File: config.mk
export PLATFORM = sky130hd
export DESIGN_NAME = wdog_por_ctrl
export DESIGN_NICKNAME = d
export VERILOG_FILES = /design/src/rtl/wdpr_pkg.sv /design/src/rtl/wdpr_strobe_edge.sv /design/src/rtl/wdpr_pwr_hold.sv /design/src/rtl/wdpr_wdog_core.sv /design/src/rtl/wdog_por_ctrl.sv
export SDC_FILE = /design/constraint.sdc
export NUM_CORES = 1
export LEC_CHECK = 0
export BUFFER_PORTS_ARGS = -buffer_cell sky130_fd_sc_hd__buf_2
export CAP_MARGIN = 20
export CORE_ASPECT_RATIO = 1.1
export CORE_MARGIN = 2
export CORE_UTILIZATION = 30
export DETAILED_ROUTE_END_ITERATION = 7
export PLACE_DENSITY = 0.43
export RECOVER_POWER = 25
export SYNTH_ARGS = -nofsm -noshare
export SYNTH_HDL_FRONTEND = slang
export SYNTH_SLANG_ARGS = --single-unit
File: constraint.sdc
create_clock -name clk_i -period 2 [get_ports clk_i]
set_input_delay 0.3 -clock clk_i [delete_from_list [all_inputs] [get_ports clk_i]]
set_output_delay 0.3 -clock clk_i [all_outputs]
set_load 0.03 [all_outputs]
File: src/rtl/wdpr_pkg.sv
package wdpr_pkg;

  typedef enum logic {
    WD_WATCH = 1'b0,
    WD_PULSE = 1'b1
  } wd_state_e;

  function automatic int unsigned max3(input int unsigned a, input int unsigned b,
                                       input int unsigned c);
    int unsigned m;
    m = (a > b) ? a : b;
    return (m > c) ? m : c;
  endfunction

endpackage

File: src/rtl/wdpr_strobe_edge.sv
module wdpr_strobe_edge #(
  parameter int unsigned SYNC_STAGES = 2
) (
  input  logic clk_i,
  input  logic rst_ni,
  input  logic strobe_i,
  output logic fall_o
);

  logic [SYNC_STAGES-1:0] sync_q;
  logic                   prev_q;

  for (genvar g = 0; g < SYNC_STAGES; g++) begin : g_sync
    if (g == 0) begin : g_first
      always_ff @(posedge clk_i or negedge rst_ni) begin
        if (!rst_ni) sync_q[0] <= 1'b0;
        else         sync_q[0] <= strobe_i;
      end
    end else begin : g_next
      always_ff @(posedge clk_i or negedge rst_ni) begin
        if (!rst_ni) sync_q[g] <= 1'b0;
        else         sync_q[g] <= sync_q[g-1];
      end
    end
  end

  always_ff @(posedge clk_i or negedge rst_ni) begin
    if (!rst_ni) prev_q <= 1'b0;
    else         prev_q <= sync_q[SYNC_STAGES-1];
  end

  assign fall_o = prev_q & ~sync_q[SYNC_STAGES-1];

endmodule

File: src/rtl/wdpr_pwr_hold.sv
module wdpr_pwr_hold #(
  parameter int unsigned HOLD_TICKS = 250,
  localparam int unsigned HW = $clog2(HOLD_TICKS + 1)
) (
  input  logic clk_i,
  input  logic rst_ni,
  input  logic tick_i,
  input  logic pwr_good_i,
  output logic ok_o
);

  logic [HW-1:0] cnt_q, cnt_d;
  logic          ok_q, ok_d;

  always_comb begin
    cnt_d = cnt_q;
    ok_d  = ok_q;
    if (!pwr_good_i) begin
      cnt_d = '0;
      ok_d  = 1'b0;
    end else if (tick_i && !ok_q) begin
      if (cnt_q == HW'(HOLD_TICKS - 1)) begin
        cnt_d = '0;
        ok_d  = 1'b1;
      end else begin
        cnt_d = cnt_q + 1'b1;
      end
    end
  end

  always_ff @(posedge clk_i or negedge rst_ni) begin
    if (!rst_ni) begin
      cnt_q <= '0;
      ok_q  <= 1'b0;
    end else begin
      cnt_q <= cnt_d;
      ok_q  <= ok_d;
    end
  end

  assign ok_o = ok_q;

endmodule

File: src/rtl/wdpr_wdog_core.sv
module wdpr_wdog_core
  import wdpr_pkg::*;
#(
  parameter int unsigned TMO0_TICKS  = 150,
  parameter int unsigned TMO1_TICKS  = 600,
  parameter int unsigned TMO2_TICKS  = 1200,
  parameter int unsigned PULSE_TICKS = 250,
  parameter int unsigned CW          = 11,
  localparam int unsigned PW = $clog2(PULSE_TICKS + 1)
) (
  input  logic          clk_i,
  input  logic          rst_ni,
  input  logic          tick_i,
  input  logic          arm_i,
  input  logic          fall_i,
  input  logic [1:0]    sel_i,
  output logic          pulse_o,
  output logic [CW-1:0] cnt_o
);

  wd_state_e     state_q, state_d;
  logic [CW-1:0] cnt_q, cnt_d;
  logic [CW-1:0] lim_q, lim_d;
  logic [PW-1:0] pcnt_q, pcnt_d;
  logic [CW-1:0] sel_lim;

  always_comb begin
    if (sel_i[1])      sel_lim = CW'(TMO2_TICKS);
    else if (sel_i[0]) sel_lim = CW'(TMO1_TICKS);
    else               sel_lim = CW'(TMO0_TICKS);
  end

  always_comb begin
    state_d = state_q;
    cnt_d   = cnt_q;
    lim_d   = lim_q;
    pcnt_d  = pcnt_q;
    if (!arm_i) begin
      state_d = WD_WATCH;
      cnt_d   = '0;
      pcnt_d  = '0;
      lim_d   = sel_lim;
    end else begin
      unique case (state_q)
        WD_WATCH: begin
          if (fall_i) begin
            cnt_d = '0;
            lim_d = sel_lim;
          end else if (tick_i) begin
            if (cnt_q == lim_q - 1'b1) begin
              state_d = WD_PULSE;
              cnt_d   = '0;
              pcnt_d  = '0;
            end else begin
              cnt_d = cnt_q + 1'b1;
            end
          end
        end
        WD_PULSE: begin
          cnt_d = '0;
          if (tick_i) begin
            if (pcnt_q == PW'(PULSE_TICKS - 1)) begin
              state_d = WD_WATCH;
              pcnt_d  = '0;
              lim_d   = sel_lim;
            end else begin
              pcnt_d = pcnt_q + 1'b1;
            end
          end
        end
        default: state_d = WD_WATCH;
      endcase
    end
  end

  always_ff @(posedge clk_i or negedge rst_ni) begin
    if (!rst_ni) begin
      state_q <= WD_WATCH;
      cnt_q   <= '0;
      lim_q   <= CW'(TMO0_TICKS);
      pcnt_q  <= '0;
    end else begin
      state_q <= state_d;
      cnt_q   <= cnt_d;
      lim_q   <= lim_d;
      pcnt_q  <= pcnt_d;
    end
  end

  assign pulse_o = (state_q == WD_PULSE);
  assign cnt_o   = cnt_q;

endmodule

File: src/rtl/wdog_por_ctrl.sv
module wdog_por_ctrl
  import wdpr_pkg::*;
#(
  parameter int unsigned HOLD_TICKS  = 250,
  parameter int unsigned PULSE_TICKS = 250,
  parameter int unsigned TMO0_TICKS  = 150,
  parameter int unsigned TMO1_TICKS  = 600,
  parameter int unsigned TMO2_TICKS  = 1200,
  parameter int unsigned SYNC_STAGES = 2,
  localparam int unsigned CW = $clog2(max3(TMO0_TICKS, TMO1_TICKS, TMO2_TICKS) + 1)
) (
  input  logic       clk_i,
  input  logic       rst_ni,
  input  logic       tick_i,
  input  logic       pwr_good_i,
  input  logic       strobe_i,
  input  logic [1:0] tmo_sel_i,
  output logic       rst_o,
  output logic       rst_no
);

  logic          pg_ok;
  logic          st_fall;
  logic          wd_pulse;
  logic [CW-1:0] wd_cnt;

  wdpr_strobe_edge #(
    .SYNC_STAGES(SYNC_STAGES)
  ) u_edge (
    .clk_i   (clk_i),
    .rst_ni  (rst_ni),
    .strobe_i(strobe_i),
    .fall_o  (st_fall)
  );

  wdpr_pwr_hold #(
    .HOLD_TICKS(HOLD_TICKS)
  ) u_hold (
    .clk_i     (clk_i),
    .rst_ni    (rst_ni),
    .tick_i    (tick_i),
    .pwr_good_i(pwr_good_i),
    .ok_o      (pg_ok)
  );

  wdpr_wdog_core #(
    .TMO0_TICKS (TMO0_TICKS),
    .TMO1_TICKS (TMO1_TICKS),
    .TMO2_TICKS (TMO2_TICKS),
    .PULSE_TICKS(PULSE_TICKS),
    .CW         (CW)
  ) u_wdog (
    .clk_i  (clk_i),
    .rst_ni (rst_ni),
    .tick_i (tick_i),
    .arm_i  (pg_ok),
    .fall_i (st_fall),
    .sel_i  (tmo_sel_i),
    .pulse_o(wd_pulse),
    .cnt_o  (wd_cnt)
  );

  assign rst_o  = ~pg_ok | wd_pulse;
  assign rst_no = ~rst_o;

endmodule

==> flow_summary_export.csv, run 1 <==
group,metric,value,unit
run,max_cap_violations,0,
timing,min_period_over_period,97.0,%
grt,grt_usage,14.3,%
synth,synth_commonest_cells,"34 x dfrtp_1, 23 x nand2_1, 13 x nand3_1, 12 x nor2_1, 10 x or3_1",
die,num_rows,31,
timing,worst_pin_slew,967,ps
pwr,total_switching_power,0.335,mW
die,ioPinCount,9,
pwr,powerDensity,590,nW/um^2
synth,ys_types,47,
synth,synthesis.nets,222,
layout,multi_input_comb_area,1070,um^2
detailed_routing,number_of_drc_violations_after_detailed_routing,0,
synth,fraction_of_post_synthesis_cell_area_in_the_top_cell_type_by_area,42.2,%
die,die-area,7390,um^2
outcome,status,"finished clean",
worst_setup_path,critical_path_required,2170,ps
clock_network,cts.repair_timing.setup_buffer_count,0,
layout,syn_to_final_growth,16.3,%
clock_network,cts.reportedPaths.clkPinSlew,80,ps
worst_setup_path,timing.rr.start,"u_wdog.lim_q[2]",
grt,wire_length_of_the_first_global_routing_pass,8080,um
die,dieWidth,82.2,um
worst_setup_path,cp-startpoint,"u_wdog.lim_q[2]",
clock_network,clock_sinks,36,
clock_network,cts_buffers,5,
layout,final_nets,245,
timing,max_freq,515,MHz
pwr,clock_share_of_power,40.4,%
worst_setup_path,critPathLaunchType,"flop",
timing,slew-limit-headroom,35.5,%
worst_setup_path,ff2ff_setup_slack,60,ps
worst_setup_path,critical_path.endpoint,"u_wdog.pcnt_q[6]",
layout,utilization,35.8,%
worst_setup_path,critPathArrivalTime,2110,ps
die,placeableCoreArea,6560,um^2
pwr,leakagePower,0.958,nW
detailed_routing,drt.antenna.violating_nets,0,
pwr,power.sequential.fraction,54.0,%
detailed_routing,initialDrtViolationCount,74,
detailed_routing,detail_route.wl_per_cell,15.1,um
layout,post-route-cell-area,2340,um^2
worst_setup_path,worst-path-max-fanout,8,
worst_setup_path,reg2regPathDepth,7,
placement,port_buffers,8,
worst_setup_path,critical_path.endpoint_type,"flop",
grt,grt_pass1_vias,1648,
placement,place_area,2240,um^2
synth,synth_edf_count,0,
layout,fillerInstances,691,
pwr,switching_share_of_power,24.3,%
synth,synth_top_cell_by_area,"dfrtp_1",
clock_network,worstSkewPairLatency,290,ps
detailed_routing,first_pass_iters,4,
timing,finalHoldViolCount,0,
layout,post_route_cells_drive_above_1_share,17.2,%
hold_path,holdCritPathClass,"input pin to flop",
synth,yosys_warnings,0,
detailed_routing,vias,1626,
layout,finish.cell_count_without_fillers,315,
timing,holdWs,108,ps
pwr,comb_power_share,5.5,%
placement,dp_cells,307,
clock_network,tritoncts,"done",
timing,finalClockSkew,5.88,ps
worst_setup_path,crit_type,"flop to flop",
clock_network,ctsHtreeMaxLevel,2,
grt,grt_antenna_before_repair,0,
synth,synth.most_common_cell,"dfrtp_1",
synth,synth.area.top_cells,"dfrtp_1 42%, nand2_1 4.3%, ha_1 3.7%",
grt,pin_count_of_the_biggest_net_entering_global_routing,37,
pwr,max-vdd-ir-drop,261,uV
die,initial_core_util,30.8,%
synth,syn_avg_cell_area,9.64,um^2
synth,syn_inst_count,209,
timing,max_slew_violation_total_from_the_final_report,0,
synth,ys.flop_type,"dfrtp_1",
worst_setup_path,critical_path.reg2reg.endpoint,"u_wdog.pcnt_q[6]",
clock_network,hold_buffers,0,
placement,dp_hpwl,3270,um
synth,ys_seq_elements,36,
detailed_routing,vias_per_cell,5.16,
die,floorplan.die.height,90.0,um
clock_network,ctsRootBufferMaster,"clkbuf_8",
synth,synth_seq_area_share,44.8,%
timing,final-setup-viol-count,0,
layout,area.sequential,903,um^2
timing,grt_setup_unrepaired,"yes",
clock_network,clock_path_buffers,2,
timing,post-route-min-period,1940,ps
detailed_routing,detail_route.wirelength,4770,um
synth,async_sr_flop_fraction,100,%
layout,num_antenna_cells,0,
synth,synth_area,2020,um^2
pwr,intPower,1.05,mW
placement,globalplace.congestion,0.744,
grt,grt_overflow_total,0,
logic make-up after synthesis:
kind of cell / synth area share, %
buf+inv: 2.86
xor+xnor: 6.95
mux: 2.17
compound gates: 15.7
flops: 44.8
simple gates: 23.8
fa+ha+maj: 3.72
sequential cells by signal, indices dropped and copies added, names as in the netlist:
register,count
u_edge.sync_q,2
u_hold.cnt_q,8
u_edge.prev_q,1
u_wdog.cnt_o,11
u_wdog.pulse_o,1
u_wdog.lim_q,4
u_hold.ok_o,1
u_wdog.pcnt_q,8
stage by stage:
stage / power, mW / TNS, ps / setup slack (ps)
after floorplan: 0.800 / 0 / 35.5
after global placement: 0.842 / 0 / 13.6
after detailed placement: 0.842 / -33.2 / -24.7
after CTS: 1.41 / 0 / 34.4
after global routing: 1.45 / -111 / -23.3
final: 1.38 / 0 / 59.2
worst max-delay path, stage by stage, from the launching register on:
cell      delay (ps)
dfstp_2          540
inv_2             40
ha_4             220
xnor2_1          110
a2111o_1         400
nor4b_4          240
buf_6            170
o21ai_0          100
power by group through the flow:
stage / Clock (mW) / Combinational, mW / Sequential, mW
2_1_floorplan: 0 / 0.0404 / 0.760
3_3_place_gp: 0 / 0.0803 / 0.762
3_5_place_dp: 0 / 0.0795 / 0.762
4_1_cts: 0.586 / 0.0800 / 0.748
5_1_grt: 0.615 / 0.0885 / 0.750
6_report: 0.559 / 0.0767 / 0.747
how the worst min path moves through the flow:
stage | startpoint | endpoint | slack, ps | cells after the start
2_1_floorplan | rst_ni | u_edge.prev_q | 4 | 0
3_3_place_gp | u_edge.sync_q[0] | u_edge.sync_q[1] | 330 | 0
3_5_place_dp | u_edge.sync_q[0] | u_edge.sync_q[1] | 330 | 0
4_1_cts | rst_ni | u_wdog.cnt_o[7] | 60 | 2
5_1_grt | strobe_i | u_edge.sync_q[0] | 90 | 1
6_report | strobe_i | u_edge.sync_q[0] | 110 | 1
layout by cell type, fill, tap and decap left out, types with 5 or more instances in the layout:
master    Yosys  layout
inv_1         9       8
buf_4         1      10
nor2b_1       5       5
o21ai_0       8       8
nand4_1       6       6
a211oi_1      7       7
xor2_1        8       8
nor2_1       12      12
buf_2         1       8
a21oi_1       6       6
nand2b_1      5       5
dfrtp_1      34      34
ha_1          6       5
nand2_1      23      23
clkbuf_8      0       6
or3_1        10      10
xnor2_1       8       8
nand3_1      13      13
repair_timing:
item                       in CTS  in global routing
hold endpoints to repair        0                  0
pin swaps                       1                  1
setup endpoints to repair       8                  9
resized for setup               1                  1
final cells by class:
| type | instances | share of cell area [%] |
|---|---|---|
| well taps | 82 | 4.38 |
| repair buffers | 21 | 6.09 |
| multi-input cells | 159 | 45.5 |
| clock inverters | 1 | 0.320 |
| inverters | 9 | 1.44 |
| clock buffers | 7 | 3.68 |
| flip-flops and latches | 36 | 38.5 |
metal layers:
layer	wire, um	track usage [%]
met4	70	4.58
met1	2200	17.8
met5	0	0
met3	119	3.31
met2	2380	23.9
(Power assumes the default switching activity.)
==> inputs of run 2 (changes only) <==
--- a/config.mk
+++ b/config.mk
@@ -9,9 +9,10 @@
 export CAP_MARGIN = 20
 export CORE_ASPECT_RATIO = 1.1
 export CORE_MARGIN = 2
-export CORE_UTILIZATION = 30
+export CORE_UTILIZATION = 38
 export DETAILED_ROUTE_END_ITERATION = 7
-export PLACE_DENSITY = 0.43
+export GPL_ROUTABILITY_DRIVEN = 0
+export PLACE_DENSITY = 0.53
 export RECOVER_POWER = 25
 export SYNTH_ARGS = -nofsm -noshare
 export SYNTH_HDL_FRONTEND = slang
==> constraint.sdc (replaced) <==
create_clock -name clk_i -period 2 [get_ports clk_i]
set_input_delay 0.4 -clock clk_i [delete_from_list [all_inputs] [get_ports clk_i]]
set_output_delay 0.4 -clock clk_i [all_outputs]
set_load 0.03 [all_outputs]
==> flow_summary_export.csv, run 2 (synthesized netlist as in run 1, its figures left out) <==
group,metric,value,unit
layout,final_nets,244,
placement,port_buffers,8,
detailed_routing,vias_per_cell,5.69,
worst_setup_path,critical_path_required,2140,ps
detailed_routing,drt.antenna.violating_nets,0,
clock_network,worstSkewPairLatency,290,ps
hold_path,worst_hold_startpoint,"strobe_i",
worst_setup_path,path_buf_inv,2,
timing,final-setup-viol-count,0,
worst_setup_path,reg2regPathDepth,7,
worst_setup_path,worst-path-max-fanout,8,
worst_setup_path,max_stage_delay,540,ps
layout,post_route_cells_drive_above_1_share,17.2,%
worst_setup_path,cp_slowest_cell,"dfstp_2",
run,max_cap_violations,0,
outcome,status,"finished clean",
worst_setup_path,critical_path.endpoint_type,"flop",
pwr,leakagePower,0.948,nW
detailed_routing,routed-wl-met3,128,um
timing,max_freq,505,MHz
worst_setup_path,critical_path_cell_by_cell,"inv_2 > ha_4 > xnor2_1 > a2111o_1 > nor4b_4 > buf_6 > o22ai_1",
worst_setup_path,critPathArrivalTime,2120,ps
hold_path,hold-path-cell-count,1,
timing,grt_setup_unrepaired,"yes",
grt,wire_length_of_the_first_global_routing_pass,7600,um
detailed_routing,first_pass_iters,4,
timing,slew-limit-headroom,38.7,%
hold_path,holdPathEnd,"u_edge.sync_q[0]",
worst_setup_path,timing.rr.start,"u_wdog.lim_q[2]",
detailed_routing,number_of_drc_violations_after_detailed_routing,0,
placement,dp_cells,282,
pwr,max-vdd-ir-drop,480,uV
worst_setup_path,cp-startpoint,"u_wdog.lim_q[2]",
clock_network,cts_buffers,5,
worst_setup_path,critPathLaunchType,"flop",
grt,grt_usage,16.5,%
clock_network,tritoncts,"done",
hold_path,holdCritPathClass,"input pin to flop",
detailed_routing,initialDrtViolationCount,84,
die,die-area,5900,um^2
clock_network,ctsRootBufferMaster,"clkbuf_8",
timing,worst_pin_slew,919,ps
die,num_rows,27,
detailed_routing,detail_route.wl_per_cell,14.7,um
detailed_routing,drt-met1-wl,2090,um
placement,dp_hpwl,3020,um
detailed_routing,vias,1650,
grt,pin_count_of_the_biggest_net_entering_global_routing,37,
worst_setup_path,cpLargestDelayFamily,"flip-flops",
timing,max_slew_violation_total_from_the_final_report,0,
detailed_routing,top_layer_used,"met4",
detailed_routing,detailroute.wirelength.met2,2000,um
worst_setup_path,ff2ff_setup_slack,20,ps
clock_network,cts.repair_timing.setup_buffer_count,0,
worst_setup_path,critical_path.reg2reg.endpoint,"u_wdog.pcnt_q[1]",
die,ioPinCount,9,
layout,num_antenna_cells,0,
die,placeableCoreArea,5070,um^2
timing,holdWs,209,ps
detailed_routing,detail_route.wirelength,4270,um
layout,final_common_cell,"dfrtp_1",
grt,grt_overflow_total,0,
timing,finalHoldViolCount,0,
worst_setup_path,crit_type,"flop to flop",
die,dieWidth,73.4,um
clock_network,clock_path_buffers,2,
clock_network,clock_sinks,36,
clock_network,ctsHtreeMaxLevel,2,
die,initial_core_util,39.8,%
layout,syn_to_final_growth,14.2,%
timing,finalClockSkew,5.02,ps
timing,min_period_over_period,98.9,%
layout,layout.cells.most_common_list,"34 x dfrtp_1, 23 x nand2_1, 13 x nand3_1, 12 x nor2_1",
pwr,powerDensity,588,nW/um^2
clock_network,cts.reportedPaths.clkPinSlew,80,ps
layout,largest_register_ffs,11,
die,floorplan.die.height,80.4,um
layout,finish.cell_count_without_fillers,290,
timing,post-route-min-period,1980,ps
grt,grt_antenna_before_repair,0,
grt,grt_pass1_vias,1638,
-- run 2: cell types whose count changed in the layout (fill, tap and decap cells not counted) --
| cell | change |
|---|---|
| clkinv_4 | +1 |
| clkbuf_8 | -1 |
| clkbuf_1 | -1 |
| o21ai_1 | +1 |
| buf_6 | -1 |
| clkinvlp_4 | +1 |
| o21ai_0 | -1 |
-- run 2: power breakdown --
group / switching (mW) / internal, mW
logic: 0.0478 / 0.0280
clock network: 0.283 / 0.246
registers: 0.00811 / 0.739
-- run 2: worst max-delay path by stage --
stage,slack (ps),to,depth (start not counted)
finish,20,u_wdog.pcnt_q[1],7
global route,-40,u_wdog.pcnt_q[1],7
global placement,10,u_wdog.pcnt_q[1],7
detailed placement,-20,u_wdog.pcnt_q[1],7
CTS,2,u_wdog.pcnt_q[1],7
floorplan,40,u_wdog.pcnt_q[1],6
-- run 2: metrics by stage --
stage	setup slack [ps]	util, %	setup TNS, ps	power (mW)	instance area [um^2]
6_report	21.7	45.4	0	1.35	2300
5_1_grt	-43.6	45.4	-122	1.43	2300
4_1_cts	1.86	45.4	0	1.38	2300
3_5_place_dp	-21.3	43.6	-21.3	0.840	2210
3_3_place_gp	12.9	43.6	0	0.838	2210
2_1_floorplan	35.5	-	0	0.800	2030
-- run 2: final cells by class --
type,count,area [um^2]
clock buffers,5,68.8
inverters,9,33.8
flip-flops and latches,36,903
multi-input cells,159,1070
repair buffers,20,131
clock inverters,3,23.8
fillers,497,2770
well taps,58,72.6
-- run 2: per-layer routing --
| layer | GRT usage, % | vias up |
|---|---|---|
| li1 | - | 810 |
| met1 | 22.3 | 806 |
| met2 | 26.3 | 26 |
| met3 | 4.14 | 8 |
| met4 | 4.36 | 0 |
| met5 | 0 | - |
-- run 2: repair_timing --
action,CTS,global route
gates cloned,0,0
pin swaps,1,0
resized for setup,0,2
setup endpoints to repair,5,8
hold buffers,0,0
